**config.mk**
```make
export PLATFORM = sky130hd
export DESIGN_NAME = gpio_irq_unit
export DESIGN_NICKNAME = d
export VERILOG_FILES = /design/src/rtl/gpio_irq_pkg.sv /design/src/rtl/gpio_irq_edge.sv /design/src/rtl/gpio_irq_regs.sv /design/src/rtl/gpio_irq_merge.sv /design/src/rtl/gpio_irq_unit.sv
export SDC_FILE = /design/constraint.sdc
export NUM_CORES = 1
export LEC_CHECK = 0
export ABC_AREA = 1
export BUFFER_PORTS_ARGS = -buffer_cell sky130_fd_sc_hd__buf_4
export CAP_MARGIN = 25
export CORE_MARGIN = 2
export CORE_UTILIZATION = 58
export CTS_BUF_LIST = sky130_fd_sc_hd__clkbuf_2
export CTS_CLUSTER_SIZE = 20
export DETAILED_ROUTE_END_ITERATION = 12
export GPL_TIMING_DRIVEN = 0
export PLACE_DENSITY = 0.83
export SLEW_MARGIN = 20
export SYNTH_ARGS = -nofsm -noshare
export SYNTH_HDL_FRONTEND = slang
export SYNTH_SLANG_ARGS = --single-unit
export TNS_END_PERCENT = 20
```
**constraint.sdc**
```tcl
create_clock -name clk -period 1 [get_ports clk]
set_input_delay 0.1 -clock clk [delete_from_list [all_inputs] [get_ports clk]]
set_output_delay 0.1 -clock clk [all_outputs]
set_load 0.05 [all_outputs]
```
**src/rtl/gpio_irq_pkg.sv**
```systemverilog
package gpio_irq_pkg;
    localparam int ADDR_W = 2;

    typedef enum logic [ADDR_W-1:0] {
        SEL_CAUSE = 2'd0,
        SEL_EMASK = 2'd1,
        SEL_LMASK = 2'd2,
        SEL_NONE  = 2'd3
    } reg_sel_e;
endpackage

```
**src/rtl/gpio_irq_edge.sv**
```systemverilog
module gpio_irq_edge #(
    parameter int NUM_PINS = 32
) (
    input  logic                clk,
    input  logic                rst_n,
    input  logic [NUM_PINS-1:0] pin_lvl,
    output logic [NUM_PINS-1:0] rise
);
    typedef struct packed {
        logic                armed;
        logic [NUM_PINS-1:0] prev;
    } edge_st_t;

    edge_st_t st_d, st_q;

    always_comb begin
        st_d       = st_q;
        st_d.armed = 1'b1;
        st_d.prev  = pin_lvl;
        rise       = st_q.armed ? (pin_lvl & ~st_q.prev) : '0;
    end

    always_ff @(posedge clk) begin
        if (!rst_n) begin
            st_q <= '0;
        end else begin
            st_q <= st_d;
        end
    end

    // No rise is reported in the first cycle after reset
    AST_FIRST_QUIET: assert property (@(posedge clk) disable iff (!rst_n)
        $rose(st_q.armed) |-> $past(rise) == '0);
endmodule

```
**src/rtl/gpio_irq_regs.sv**
```systemverilog
module gpio_irq_regs
    import gpio_irq_pkg::*;
#(
    parameter int NUM_PINS = 32
) (
    input  logic                clk,
    input  logic                rst_n,
    input  logic                we,
    input  logic [ADDR_W-1:0]   addr,
    input  logic [NUM_PINS-1:0] wdata,
    input  logic [NUM_PINS-1:0] rise,
    output logic [NUM_PINS-1:0] cause,
    output logic [NUM_PINS-1:0] emask,
    output logic [NUM_PINS-1:0] lmask,
    output logic [NUM_PINS-1:0] rdata
);
    typedef struct packed {
        logic [NUM_PINS-1:0] cause;
        logic [NUM_PINS-1:0] emask;
        logic [NUM_PINS-1:0] lmask;
    } reg_st_t;

    reg_st_t  st_d, st_q;
    reg_sel_e sel;
    logic     cause_wr;

    always_comb begin
        sel      = reg_sel_e'(addr);
        cause_wr = we && (sel == SEL_CAUSE);
        st_d     = st_q;
        if (we) begin
            case (sel)
                SEL_CAUSE: st_d.cause = st_q.cause & wdata;
                SEL_EMASK: st_d.emask = wdata;
                SEL_LMASK: st_d.lmask = wdata;
                default:   st_d = st_q;
            endcase
        end
        // fresh edges override an acknowledge in the same cycle
        st_d.cause = st_d.cause | rise;

        case (sel)
            SEL_CAUSE: rdata = st_q.cause;
            SEL_EMASK: rdata = st_q.emask;
            SEL_LMASK: rdata = st_q.lmask;
            default:   rdata = '0;
        endcase
    end

    always_ff @(posedge clk) begin
        if (!rst_n) begin
            st_q <= '0;
        end else begin
            st_q <= st_d;
        end
    end

    assign cause = st_q.cause;
    assign emask = st_q.emask;
    assign lmask = st_q.lmask;

    AST_CAUSE_STICKY: assert property (@(posedge clk) disable iff (!rst_n)
        !cause_wr |=> ((st_q.cause & $past(st_q.cause)) == $past(st_q.cause)));
    AST_ONES_KEEP: assert property (@(posedge clk) disable iff (!rst_n)
        cause_wr |=> ((~st_q.cause & $past(st_q.cause) & $past(wdata)) == '0));
    AST_EDGE_WINS: assert property (@(posedge clk) disable iff (!rst_n)
        (rise != '0) |=> ((st_q.cause & $past(rise)) == $past(rise)));
endmodule

```
**src/rtl/gpio_irq_merge.sv**
```systemverilog
module gpio_irq_merge #(
    parameter int NUM_PINS   = 32,
    parameter int GROUP_PINS = 8
) (
    input  logic                              clk,
    input  logic                              rst_n,
    input  logic [NUM_PINS-1:0]               pin_lvl,
    input  logic [NUM_PINS-1:0]               lmask,
    input  logic [NUM_PINS-1:0]               cause,
    input  logic [NUM_PINS-1:0]               emask,
    output logic [NUM_PINS/GROUP_PINS-1:0]    irq
);
    localparam int NUM_GROUPS = NUM_PINS / GROUP_PINS;

    typedef struct packed {
        logic [NUM_GROUPS-1:0] irq;
    } merge_st_t;

    merge_st_t           st_d, st_q;
    logic [NUM_PINS-1:0] pin_req;
    logic [NUM_GROUPS-1:0] grp_req;

    always_comb begin
        pin_req = (pin_lvl & lmask) | (cause & emask);
    end

    for (genvar g = 0; g < NUM_GROUPS; g++) begin : g_grp
        assign grp_req[g] = |pin_req[g*GROUP_PINS +: GROUP_PINS];
    end

    always_comb begin
        st_d     = st_q;
        st_d.irq = grp_req;
    end

    always_ff @(posedge clk) begin
        if (!rst_n) begin
            st_q <= '0;
        end else begin
            st_q <= st_d;
        end
    end

    assign irq = st_q.irq;

    AST_QUIET_MASKED: assert property (@(posedge clk) disable iff (!rst_n)
        (lmask == '0 && emask == '0) |=> (st_q.irq == '0));
endmodule

```
**src/rtl/gpio_irq_unit.sv**
```systemverilog
module gpio_irq_unit
    import gpio_irq_pkg::*;
#(
    parameter int NUM_PINS   = 32,
    parameter int GROUP_PINS = 8
) (
    input  logic                           clk,
    input  logic                           rst_n,
    input  logic [NUM_PINS-1:0]            pin_lvl,
    input  logic                           bus_we,
    input  logic [ADDR_W-1:0]              bus_addr,
    input  logic [NUM_PINS-1:0]            bus_wdata,
    output logic [NUM_PINS-1:0]            bus_rdata,
    output logic [NUM_PINS/GROUP_PINS-1:0] irq_grp
);
    logic [NUM_PINS-1:0] rise;
    logic [NUM_PINS-1:0] cause;
    logic [NUM_PINS-1:0] emask;
    logic [NUM_PINS-1:0] lmask;

    gpio_irq_edge #(.NUM_PINS(NUM_PINS)) u_edge (
        .clk     (clk),
        .rst_n   (rst_n),
        .pin_lvl (pin_lvl),
        .rise    (rise)
    );

    gpio_irq_regs #(.NUM_PINS(NUM_PINS)) u_regs (
        .clk   (clk),
        .rst_n (rst_n),
        .we    (bus_we),
        .addr  (bus_addr),
        .wdata (bus_wdata),
        .rise  (rise),
        .cause (cause),
        .emask (emask),
        .lmask (lmask),
        .rdata (bus_rdata)
    );

    gpio_irq_merge #(.NUM_PINS(NUM_PINS), .GROUP_PINS(GROUP_PINS)) u_merge (
        .clk     (clk),
        .rst_n   (rst_n),
        .pin_lvl (pin_lvl),
        .lmask   (lmask),
        .cause   (cause),
        .emask   (emask),
        .irq     (irq_grp)
    );

    AST_ADDR3_INERT: assert property (@(posedge clk) disable iff (!rst_n)
        (bus_we && bus_addr == 2'd3) |=> ($stable(emask) && $stable(lmask)));
endmodule

```
==> summary.md <==
| Metric | Value |
|---|---|
| Final setup TNS | `-32030 ps` |
| Pwr dens | `about 1300 nW/um2` |
| Num CTS Buffers | `17` |
| GP Congestion | `approximately 0.91` |
| Nets | `1082` |
| Endpoints failing hold | `0` |
| Period utilisation layout | `164%` |
| Final HPWL DP | `between 10000 and 15000 um` |
| Req. time, crit path | `~900 ps` |
| Worst slew pin tran | `~770 ps` |
| Drt first pass iters | `9` |
| Rel. slew slack | `a little under 50%` |
| Number of global-route vias before repair | `6539` |
| Htree depth | `4` |
| Period minus WS final | `about 1600 ps` |
| Core area | `around 9700 um2` |
| Max incr delay on CP | `slightly below 400 ps` |
| Hold_ws | `48.2 ps` |
| Synth cell count leaders | `nand2_1, dfxtp_1, inv_1` |
| Area grow syn2layout | `45.3%` |
| Initial antenna violation count | `0` |
| Crit path kind | `register to primary output` |
| DRT iter0 DRCs | `643` |
| Top cell type's share of synthesized area | `about 47%` |
| Row count | `36` |
| CP max FO | `2` |
| Latest clock arrival within the worst-skew pair | `roughly 710 ps` |
| Area contributors post-synth | `dfxtp_1, nand2_1, inv_1` |
| Status | `complete, but fails checks` |
| Worst path top cell family by delay | `flip-flops` |
| Clock skew | `~23 ps` |
| Final non-filler cell total | `1159` |
| Fillers | `between 400 and 500` |
| Leakage power | `~3.8 nW` |
| Final Cell Area | `8310 um2` |
| Drt drc | `0` |
| Hold path endpoint | `u_regs.emask[7]` |
| Dpl cell area | `roughly 6900 um2` |
| R2R cell count | `7` |
| Mean Syn Cell Area | `between 7 and 8 um2` |
| Register area share after synthesis | `46.6%` |
| Top-count cell post-synth | `nand2_1` |
| Worst hold path type | `input port to register` |
| Leading area contributor after synthesis | `dfxtp_1` |
| CP endpoint kind | `primary output` |
| Setup Viol. Count Final | `between 100 and 150` |
| Routed WL | `about 21000 um` |
| Syn nets | `around 860` |
| CP Data Arrival Time | `~1500 ps` |
| Violated checks | `setup timing` |
| First-pass GRT wire length | `~30000 um` |
| Pins Over Slew Limit | `0` |
| Synth unique cells | `15` |
| Total power | `around 11 mW` |
| Reg-to-reg endpoint | `u_merge.irq[2]` |
| Synth Warn # | `0` |
| Antenna Cells | `0` |
| I/O pin count | `105` |
| DR WL/cell | `around 18 um` |
| CTS Buffer Depth | `2` |
| Synth Instances | `794` |
| Die height | `around 100 um` |
| Placed Cells | `a little over 1k` |
| DIE WIDTH | `between 100 and 150 um` |
| Hold Startpoint | `bus_we` |
| Register area | `2760 um2` |
| CTS tree | `done` |
| GRT Total Usage | `around 37%` |
| Area of the die | `~11000 um2` |
| Clock Pin Slew Worst Setup and Hold Paths | `approximately 220 ps` |
| FFs w/ async S/R, synth | `0%` |
| CP cell instances | `inv_2, o221ai_2, buf_6` |
| GRT Residual Overflow | `0` |
| Total number of vias | `6777` |
| PortBufs | `a little over 100` |
| Post-DRT Antenna Nets | `0` |
| Yosys reg bits | `between 100 and 150` |
| TritonCTS Sinks | `133` |
| Internal reg-to-reg setup slack | `-180 ps` |
| Initial Util | `59.0%` |
| Clock root buffer | `clkbuf_2` |
| Drt via density | `~6` |
| CP Launch Type | `register` |
| Number of synthesized flops with an enable pin | `0` |
| CP max stage cell | `dfxtp_2` |
| Hold Path Depth | `5` |
| Pin count of the biggest net entering global routing | `17` |
| Worst Path Buf+Inv | `2` |
| RSZ-0062 raised after global routing | `yes` |
| Layout cells sized above 1 | `a little over a third` |
| Critical R2R Launch | `u_regs.emask[18]` |
| Max Cap Viol | `0` |
| Multi-input gate area | `2620 um2` |
| Top FF cell, synth | `dfxtp_1` |
| Max IR drop VDD | `roughly 0.8 mV` |
| Setup WS post-layout | `-641 ps` |
| Peak Freq | `roughly 610 MHz` |
| Synthesized cell area | `around 5700 um2` |
[metal layers]
metal / global-route usage [%] / wire [um] / vias up
met4: 22.8 / 1060 / 0
met3: 8.67 / 2320 / 138
met1: 42.2 / 7470 / 3085
met2: 64.4 / 10300 / 546
met5: 0 / 0 / -
li1: - / - / 3008
[stage by stage]
stage / setup slack [ps] / util (%)
floorplan: -68.6 / -
global route: -680 / 85.8
CTS: -629 / 83.8
detailed placement: -436 / 70.8
finish: -641 / 85.8
global placement: -434 / 70.8
[cells in the final DEF (no fill, tap or decap), types with 24 or more instances in the layout]
cell and n:
buf_4 93, buf_2 29, dfxtp_1 58, a21oi_1 95
buf_6 33, inv_2 60, dfxtp_2 75, nor2_1 24
o21ai_0 88, dlygate4sd3_1 71, nand3b_1 33, inv_1 70
nand2_1 200, o221ai_2 27
[sequential cells by signal, indices dropped and copies added (netlist names)]
name	flops
u_edge.st_q	33
u_regs.emask	32
u_regs.lmask	32
u_merge.irq	4
u_regs.cause	32
[cells by family (layout without fill, tap and decap cells)]
kind of cell | Yosys count | after routing | synth area share (%)
flip-flops | 133 | 133 | 46.6
AND/OR/NAND/NOR | 263 | 263 | 19.6
AO/OA/AOI/OAI | 222 | 222 | 21.5
buffers and inverters | 176 | 408 | 12.3
[worst min-delay path: stages]
cell and delay [ps]:
buf_2 130, buf_2 210, nand2_1 130, o21ai_1 60
a21oi_1 100
[area by class of cell]
cell class              instances  area share [%]
clock inverters                15            1.33
well taps                     133            2.00
clock buffers                  17            1.02
repair buffers                200            22.1
multi-input cells             485            31.5
flip-flops and latches        133            33.2
inverters                     131            5.92
plain buffers                  45            2.91
[worst max path at each step]
stage                     slack [ps]              to  depth (start not counted)        startpoint
final                           -640   bus_rdata[31]                          3  u_regs.emask[31]
after global routing            -680    bus_rdata[6]                          3   u_regs.emask[6]
after CTS                       -630   bus_rdata[21]                          3  u_regs.emask[21]
after detailed placement        -440  u_merge.irq[1]                          5             rst_n
after global placement          -430  u_merge.irq[1]                          5             rst_n
after floorplan                  -70    bus_rdata[0]                          4       bus_addr[1]
[what timing repair did]
| item | in CTS | in global routing |
|---|---|---|
| pin swaps | 32 | 12 |
| endpoints found under the hold margin | 133 | 0 |
| hold buffers | 72 | 0 |
| gates resized for setup | 170 | 35 |
| buffers inserted | 12 | 13 |
| setup endpoints to repair | 66 | 161 |
[where the power goes]
group	switching [mW]	internal [mW]
Sequential	0.196	5.65
Combinational	1.47	1.02
Clock	2.18	0.643
No activity file was read; power rests on OpenSTA's default activity.
